--- src/rtl/gorc_pkg.sv ---
package gorc_pkg;

  localparam int GORC_XLEN = 64;
  localparam int GORC_WLEN = 32;

  localparam logic [6:0] OPC_REG   = 7'b0110011;
  localparam logic [6:0] OPC_REGW  = 7'b0111011;
  localparam logic [6:0] OPC_IMM   = 7'b0010011;
  localparam logic [6:0] OPC_IMMW  = 7'b0011011;
  localparam logic [2:0] F3_ORC    = 3'b101;
  localparam logic [6:0] F7_ORC    = 7'b0010100;
  localparam logic [4:0] F5_ORC    = 5'b00101;
  localparam logic [5:0] F6_ORC    = 6'b001010;

  typedef enum logic [2:0] {
    ORC_NONE = 3'd0,
    ORC_REG  = 3'd1,
    ORC_IMM  = 3'd2,
    ORC_REGW = 3'd3,
    ORC_IMMW = 3'd4
  } orc_kind_e;

endpackage

--- src/rtl/gorc_decode.sv ---
module gorc_decode
  import gorc_pkg::*;
#(
  parameter int XLEN = GORC_XLEN,
  parameter int WLEN = GORC_WLEN,
  localparam int LX = $clog2(XLEN),
  localparam int LW = $clog2(WLEN)
) (
  input  logic [31:0]     instr,
  input  logic [XLEN-1:0] src_a,
  input  logic [XLEN-1:0] src_b,
  output orc_kind_e       kind,
  output logic            legal,
  output logic            is_word,
  output logic [LX-1:0]   amount,
  output logic [XLEN-1:0] src_ext
);

  logic [6:0] opc;
  logic       f3_hit;
  logic       reg_hit, regw_hit, imm_cand, immw_cand;
  logic [6:0] imm_amt;
  logic [5:0] immw_amt;
  logic       imm_in_range, immw_in_range;

  assign opc      = instr[6:0];
  assign f3_hit   = (instr[14:12] == F3_ORC);
  assign imm_amt  = instr[26:20];
  assign immw_amt = instr[25:20];

  assign reg_hit   = (opc == OPC_REG)  && (instr[31:25] == F7_ORC) && f3_hit;
  assign regw_hit  = (opc == OPC_REGW) && (instr[31:25] == F7_ORC) && f3_hit;
  assign imm_cand  = (opc == OPC_IMM)  && (instr[31:27] == F5_ORC) && f3_hit;
  assign immw_cand = (opc == OPC_IMMW) && (instr[31:26] == F6_ORC) && f3_hit;

  assign imm_in_range  = (32'(imm_amt)  < XLEN);
  assign immw_in_range = (32'(immw_amt) < WLEN);

  always_comb begin
    kind = ORC_NONE;
    if (reg_hit)                         kind = ORC_REG;
    else if (regw_hit)                   kind = ORC_REGW;
    else if (imm_cand && imm_in_range)   kind = ORC_IMM;
    else if (immw_cand && immw_in_range) kind = ORC_IMMW;
  end

  assign legal   = (kind != ORC_NONE);
  assign is_word = (kind == ORC_REGW) || (kind == ORC_IMMW);

  always_comb begin
    unique case (kind)
      ORC_REG:  amount = src_b[LX-1:0];
      ORC_REGW: amount = LX'(src_b[LW-1:0]);
      ORC_IMM:  amount = imm_amt[LX-1:0];
      ORC_IMMW: amount = LX'(immw_amt[LW-1:0]);
      default:  amount = '0;
    endcase
  end

  assign src_ext = is_word ? XLEN'(src_a[WLEN-1:0]) : src_a;

endmodule

--- src/rtl/gorc_network.sv ---
module gorc_network #(
  parameter int XLEN = 64,
  localparam int NSTAGE = $clog2(XLEN)
) (
  input  logic [XLEN-1:0]   din,
  input  logic [NSTAGE-1:0] stage_en,
  output logic [XLEN-1:0]   dout
);

  function automatic logic [XLEN-1:0] stage_mask(input int k);
    logic [XLEN-1:0] m;
    for (int i = 0; i < XLEN; i++) m[i] = ((i >> k) & 1) == 0;
    return m;
  endfunction

  function automatic logic [XLEN-1:0] pair_swap(input logic [XLEN-1:0] x, input int k);
    logic [XLEN-1:0] m;
    m = stage_mask(k);
    return ((x & m) << (1 << k)) | ((x & ~m) >> (1 << k));
  endfunction

  logic [NSTAGE:0][XLEN-1:0] chain;

  assign chain[0] = din;

  for (genvar k = 0; k < NSTAGE; k++) begin : g_stage
    logic [XLEN-1:0] combined;
    assign combined     = chain[k] | pair_swap(chain[k], k);
    assign chain[k + 1] = stage_en[k] ? combined : chain[k];
  end

  assign dout = chain[NSTAGE];

endmodule

--- src/rtl/gorc_out_reg.sv ---
module gorc_out_reg #(
  parameter int XLEN = 64,
  parameter int WLEN = 32
) (
  input  logic            clk,
  input  logic            rst_n,
  input  logic            in_valid,
  input  logic            legal,
  input  logic            is_word,
  input  logic [XLEN-1:0] net_out,
  output logic [XLEN-1:0] res_q,
  output logic            illegal_q,
  output logic            out_valid_q
);

  function automatic logic [XLEN-1:0] word_sext(input logic [XLEN-1:0] x);
    return {{(XLEN - WLEN){x[WLEN-1]}}, x[WLEN-1:0]};
  endfunction

  logic [XLEN-1:0] final_res;
  assign final_res = is_word ? word_sext(net_out) : net_out;

  always_ff @(posedge clk or negedge rst_n) begin
    if (!rst_n) begin
      res_q       <= '0;
      illegal_q   <= 1'b0;
      out_valid_q <= 1'b0;
    end else begin
      out_valid_q <= in_valid && legal;
      illegal_q   <= in_valid && !legal;
      if (in_valid) res_q <= legal ? final_res : '0;
    end
  end

endmodule

--- src/rtl/gorc_unit.sv ---
module gorc_unit
  import gorc_pkg::*;
#(
  parameter int XLEN = GORC_XLEN,
  parameter int WLEN = GORC_WLEN,
  localparam int LX = $clog2(XLEN),
  localparam int LW = $clog2(WLEN)
) (
  input  logic            clk,
  input  logic            rst_n,
  input  logic            in_valid,
  input  logic [31:0]     instr,
  input  logic [XLEN-1:0] src_a,
  input  logic [XLEN-1:0] src_b,
  output logic [XLEN-1:0] res_q,
  output logic            illegal_q,
  output logic            out_valid_q
);

  orc_kind_e       dec_kind;
  logic            dec_legal;
  logic            dec_word;
  logic [LX-1:0]   dec_amount;
  logic [XLEN-1:0] dec_src;
  logic [LX-1:0]   stage_en;
  logic [LX-1:0]   word_stage_mask;
  logic [XLEN-1:0] net_out;

  gorc_decode #(.XLEN(XLEN), .WLEN(WLEN)) u_dec (
    .instr   (instr),
    .src_a   (src_a),
    .src_b   (src_b),
    .kind    (dec_kind),
    .legal   (dec_legal),
    .is_word (dec_word),
    .amount  (dec_amount),
    .src_ext (dec_src)
  );

  assign word_stage_mask = LX'((1 << LW) - 1);
  assign stage_en = dec_word ? (dec_amount & word_stage_mask) : dec_amount;

  gorc_network #(.XLEN(XLEN)) u_net (
    .din      (dec_src),
    .stage_en (stage_en),
    .dout     (net_out)
  );

  gorc_out_reg #(.XLEN(XLEN), .WLEN(WLEN)) u_out (
    .clk         (clk),
    .rst_n       (rst_n),
    .in_valid    (in_valid),
    .legal       (dec_legal),
    .is_word     (dec_word),
    .net_out     (net_out),
    .res_q       (res_q),
    .illegal_q   (illegal_q),
    .out_valid_q (out_valid_q)
  );

endmodule

--- config.mk ---
export PLATFORM = sky130hd
export DESIGN_NAME = gorc_unit
export DESIGN_NICKNAME = d
export VERILOG_FILES = /design/src/rtl/gorc_pkg.sv /design/src/rtl/gorc_decode.sv /design/src/rtl/gorc_network.sv /design/src/rtl/gorc_out_reg.sv /design/src/rtl/gorc_unit.sv
export SDC_FILE = /design/constraint.sdc
export NUM_CORES = 1
export LEC_CHECK = 0
export ABC_CLOCK_PERIOD_IN_PS = 800
export BUFFER_PORTS_ARGS = -buffer_cell sky130_fd_sc_hd__buf_2
export CORE_ASPECT_RATIO = 2
export CORE_MARGIN = 4
export CORE_UTILIZATION = 35
export DETAILED_ROUTE_END_ITERATION = 8
export GPL_TIMING_DRIVEN = 0
export SLEW_MARGIN = 20
export SYNTH_ARGS = -nofsm -noshare
export SYNTH_HDL_FRONTEND = slang
export SYNTH_HIERARCHICAL = 1
export SYNTH_SLANG_ARGS = --single-unit
--- constraint.sdc ---
create_clock -name clk -period 0.8 [get_ports clk]
set_input_delay 0.04 -clock clk [delete_from_list [all_inputs] [get_ports clk]]
set_output_delay 0.04 -clock clk [all_outputs]
set_load 0.03 [all_outputs]
# Word-level counts from Yosys, hierarchy flattened
# Cells that the tools add are included.
[totals]
wordCells = 59
register_bits = 66
out_inout_bits = 66
in_bits = 163
[op_classes]
magnitude_cmp = 2
n_reduce_logical = 15
n_eq_ne = 12
muxes = 15
n_bitwise = 12
[ops]
columns = ["operator", "n"]
rows = [
  ["$mux 64", 9],
  ["$or 64x64->64", 6],
  ["$or 64x32->64", 1],
  ["$or 64x48->64", 1],
  ["$or 64x56->64", 1],
  ["$or 64x60->64", 1],
  ["$or 64x62->64", 1],
  ["$or 64x63->64", 1],
  ["$pmux 6 s4", 1],
  ["$eq 7x5->1 const B", 3],
  ["$eq 7x6->1 const B", 2],
  ["$logic_and 1x1->1", 12],
  ["$mux 3", 4],
  ["$lt 7x7->1 const B", 1],
  ["$eq 3x2->1 const B", 2],
  ["$eq 3x3->1 const B", 2],
  ["$eq 6x4->1 const B", 1],
  ["$lt 6x6->1 const B", 1],
  ["$mux 6", 1],
  ["$eq 5x3->1 const B", 1],
  ["$eq 3x1->1 const B", 1],
  ["$reduce_bool 3->1", 1],
  ["$logic_not 1->1", 1],
  ["$logic_or 1x1->1", 1],
]

# Longest topological paths before layout
[logic_depth]
depth_word = 31
mapped_depth = 16
ltp_nobuf = 11

# Modules after synthesis
# Netlist, hierarchy kept.
[modules_own_cells]
columns = ["module", "cells_each", "n_inst", "area_each_um2", "seq_area_each_um2"]
rows = [
  ["gorc_network", 582, 1, 3698.5, 0.0],
  ["gorc_out_reg", 287, 1, 2944.1, 1651.6],
  ["gorc_decode", 106, 1, 738.2, 0.0],
  ["gorc_unit", 1, 1, 13.8, 0.0],
]

# Worst setup path before layout
# OpenSTA, ideal clock, no wires.
[synth_timing]
path_type = "input to register"
start = "in instr[26]"
end = "reg u_out.res_q[49]"
arrival_ps = 2441
path_slack_ps = -1723
stages = 15
required_time_ps = 718
path_buffers = 4
setup_time_ps = 82
cell_sequence = "nor4b_4 > nand3_2 > nor4_1 > nor2b_4 > buf_6 > buf_6 > a21oi_2 > o22ai_1 > nor2_1 > o2111ai_1 > a21o_1 > buf_2 > buf_2 > mux2i_1 > o22ai_1"
[synth_between]
elab_cells_between_ends = 44
[synth_rtl]
columns = ["element", "line_no", "text"]
rows = [
  ["start: declaration", "gorc_unit.sv:12", "input logic [31:0] instr,"],
  ["branches (longest 7 deep; another with $lt 7x7->1)", "--", ""],
  ["$mux 3 (*)", "gorc_decode.sv:41", "if (reg_hit) kind = ORC_REG;"],
  ["$eq 3x3->1, or another cell as far along", "gorc_decode.sv:51", "unique case (kind)"],
  ["$pmux 6 s4 (*)", "gorc_decode.sv:51", ""],
  ["named net dec_amount[5]", "gorc_unit.sv:23", "logic [LX-1:0] dec_amount;"],
  ["$mux 6 (*)", "gorc_unit.sv:41", "assign stage_en = dec_word ? (dec_amount & word_stage_mask) : dec_amount;"],
  ["named net stage_en[5]", "gorc_unit.sv:25", "logic [LX-1:0] stage_en;"],
  ["$mux 64 (*)", "gorc_network.sv:29", "assign chain[k + 1] = stage_en[k] ? combined : chain[k];"],
  ["named net net_out[31]", "gorc_unit.sv:27", "logic [XLEN-1:0] net_out;"],
  ["$mux 64 (*)", "gorc_out_reg.sv:21", "assign final_res = is_word ? word_sext(net_out) : net_out;"],
  ["$mux 64 (*)", "gorc_out_reg.sv:31", "if (in_valid) res_q <= legal ? final_res : '0;"],
  ["end signal: assignment", "gorc_out_reg.sv:31", ""],
  ["end: declaration", "gorc_out_reg.sv:11", "output logic [XLEN-1:0] res_q,"],
]
# Mark *: on every way through the listed nets, which the timed path passes.
# A chain may end at the register's enable or synchronous reset.

# Worst setup path after layout
[layout_timing]
start = "in instr[28]"
end = "reg u_out.res_q[44]"
[layout_between]
elab_cells_between_ends = 46
[layout_rtl]
columns = ["element", "line_no", "text"]
rows = [
  ["$eq 6x4->1", "gorc_decode.sv:34", "assign immw_cand = (opc == OPC_IMMW) && (instr[31:26] == F6_ORC) && f3_hit;"],
  ["$logic_and 1x1->1 (2 in a row)", "gorc_decode.sv:34", ""],
  ["$logic_and 1x1->1", "gorc_decode.sv:44", "else if (immw_cand && immw_in_range) kind = ORC_IMMW;"],
  ["$mux 3", "gorc_decode.sv:44", ""],
  ["$mux 3", "gorc_decode.sv:43", "else if (imm_cand && imm_in_range) kind = ORC_IMM;"],
  ["$mux 3", "gorc_decode.sv:42", "else if (regw_hit) kind = ORC_REGW;"],
  ["$mux 3 (*)", "gorc_decode.sv:41", ""],
  ["$eq 3x3->1, or another cell as far along", "gorc_decode.sv:51", ""],
  ["$pmux 6 s4 (*)", "gorc_decode.sv:51", ""],
  ["named net dec_amount[5]", "gorc_unit.sv:23", ""],
  ["$mux 6 (*)", "gorc_unit.sv:41", ""],
  ["named net stage_en[5]", "gorc_unit.sv:25", ""],
  ["$mux 64 (*)", "gorc_network.sv:29", ""],
  ["named net net_out[44]", "gorc_unit.sv:27", ""],
  ["$mux 64 (*)", "gorc_out_reg.sv:21", ""],
  ["$mux 64 (*)", "gorc_out_reg.sv:31", ""],
]
# Mark *: on every way through the listed nets, which the timed path passes. The rest lies on a longest branch.

==> qor.yml <==
layout.nets: 1339
finalClockSkew_ps: 0
setup_violations: 132
worstMarginPinSlew_ps: 961
seq_area_mm2: 0.00165
route.final.wire_length_mm: 35.5
syn_avg_cell_area_um2: 7.59
start_util_pct: 35.8
relSlewSlack_pct: 36.0
start_kind: "input pin"
syn-num-nets: 1134
period_share_pct: 323
swShare_pct: 30.4
cts_tree: "yes"
power.switching_mw: 2.96
placedCellCount: 1365
overflow: 0
r2r_cells: 3
boundaryPins: 229
combPwrFrac_pct: 26.2
coreArea_mm2: 0.0206
slew_violations: 0
wl_per_cell_um: 24.6
fmax_mhz: 387
cp_max_fo: 10
ir_drop_mv: 1.42
die_y_um: 213
cts_root_buf: "clkbuf_16"
max_cap_violations: 0
rr_startpoint: "u_out/res_q[22]"
holdPathStages: 3
ff2ff_setup_slack_ps: -10
status: "finished with violations"
place_ws_ps: -2470
p_int_mw: 6.78
hpwl_mm: 27.3
hold_path_end: "u_out/res_q[58]"
dr.pass1.iters: 6
postLayoutCellArea_mm2: 0.0111
total_power_mw: 9.74
htree_levels: 3
n_fill_cell: 1985
cts_sinks: 66
drt_drc_violations_left: 0
via_per_inst: 6.13
power_density_mw_per_mm2: 881
portBuffers: 127
path_clk_slew_ps: 60
endpoint_kind: "flop"
hold_class: "input pin to flop"
final-hold-violation-count: 0
fin_crit_ps: 2590
hold_start: "in_valid"
drt_iter0_drc: 550
grt_max_degree: 58
die_x_um: 111
first_global_vias: 8743
gp_congestion: 1.02
multi_input_area_mm2: 0.00589
worstPathArrival_ps: 2840
num_vias: 8869
dieArea_mm2: 0.0236
r2r_end: "u_out/res_q[22]"
grt_pass1_wl_mm: 51.2
required_ps: 1060
row_count: 74
cts-buffers-inserted: 9
clk_path_buf_depth: 2
clock_power_share_pct: 39.4
pwr-share-seq_pct: 34.4
violations: "setup timing"
final_cells: 1447
drtAntennaViolNets: 0
area_growth_pct: 50.1
crit_type: "input pin to flop"
antenna_cells: 0
ys_warn_count: 6
syn_area_mm2: 0.00737
leakagePower_nw: 4.33
syn_inst: 971
clock_latency_ps: 340
fin_ws_ps: -1790
track_usage_pct: 28.1
rsz0062_at_grt: "true"
antenna_found_initial: 0
place_area_mm2: 0.00869
drive_gt1_share_pct: 44.0
timing.hold.ws_ps: 50.7
[metal layers]
layer  routed length, um  GRT usage (%)  vias up
met5                   0              0        -
met4                3150           20.5        0
met3                1970           3.94      155
met2               18400           52.4      455
met1               12000           28.2     4235
li1                    -              -     4024
[worst max path at each step]
| stage | from | endpoint | slack (ps) | depth (start not counted) |
|---|---|---|---|---|
| final | instr[28] | u_out/res_q[44] | -1790 | 15 |
| after global routing | instr[1] | u_out/res_q[62] | -1900 | 15 |
| after CTS | instr[26] | u_out/res_q[32] | -1780 | 16 |
| after detailed placement | instr[30] | u_out/res_q[35] | -2470 | 15 |
| after global placement | instr[25] | u_out/res_q[39] | -2480 | 17 |
| after floorplan | instr[30] | u_out/res_q[49] | -1580 | 15 |
[state kept, by name, summed over array words and instances, names as in the netlist]
signal / flops
u_out/res_q: 64
u_out/out_valid_q: 1
u_out/illegal_q: 1
[worst max-delay path: stages]
cell	delay (ps)
buf_6	100
nor4b_4	250
buf_4	170
nand3_4	140
nor4_4	290
nor2b_4	200
buf_12	170
buf_12	180
inv_4	100
o21ai_2	290
a21oi_2	210
o2111ai_4	320
a21o_1	170
mux2i_1	70
o22ai_1	110
[power groups by stage]
| stage | Clock, mW | Combinational (mW) | Sequential (mW) |
|---|---|---|---|
| finish | 3.84 | 2.55 | 3.34 |
| global route | 4.05 | 2.69 | 3.34 |
| CTS | 3.92 | 2.34 | 3.34 |
| detailed placement | 0 | 1.98 | 3.40 |
| global placement | 0 | 1.96 | 3.40 |
| floorplan | 0 | 1.29 | 3.41 |
[metrics by stage]
step	util [%]	TNS, ps
3_3_place_gp	42.1	-184540
5_1_grt	53.8	-124310
6_report	53.8	-115960
4_1_cts	50.2	-117320
3_5_place_dp	42.3	-146050
2_1_floorplan	-	-93900
[cell usage in the layout, fill, tap and decap left out, types with 25 or more instances in the layout]
| master | n |
|---|---|
| inv_1 | 64 |
| a21o_1 | 64 |
| o22ai_1 | 59 |
| o2111ai_2 | 33 |
| o21ai_0 | 104 |
| nor2_1 | 46 |
| buf_4 | 91 |
| o21ai_1 | 93 |
| a21oi_4 | 38 |
| buf_6 | 96 |
| buf_2 | 72 |
| dfrtp_1 | 66 |
| nand3_1 | 32 |
| o22ai_2 | 25 |
[cell type report]
class | count | share of cell area, %
clock buffer | 11 | 2.11
sequential | 66 | 14.9
tap | 266 | 3.01
inverter | 71 | 2.50
buffer | 112 | 8.38
clock inverter | 5 | 0.498
timing repair buffer | 194 | 15.3
multi-input combinational | 722 | 53.3
[timing repair]
item                                    in CTS  in global routing
endpoints found under the setup margin     132                132
hold endpoints to repair                    66                  0
setup buffers                               31                 29
pin swaps                                   26                 26
gates resized for setup                    250                158
gates cloned                                 4                  1
hold buffers                                 1                  0
(Power assumes the default switching activity.)
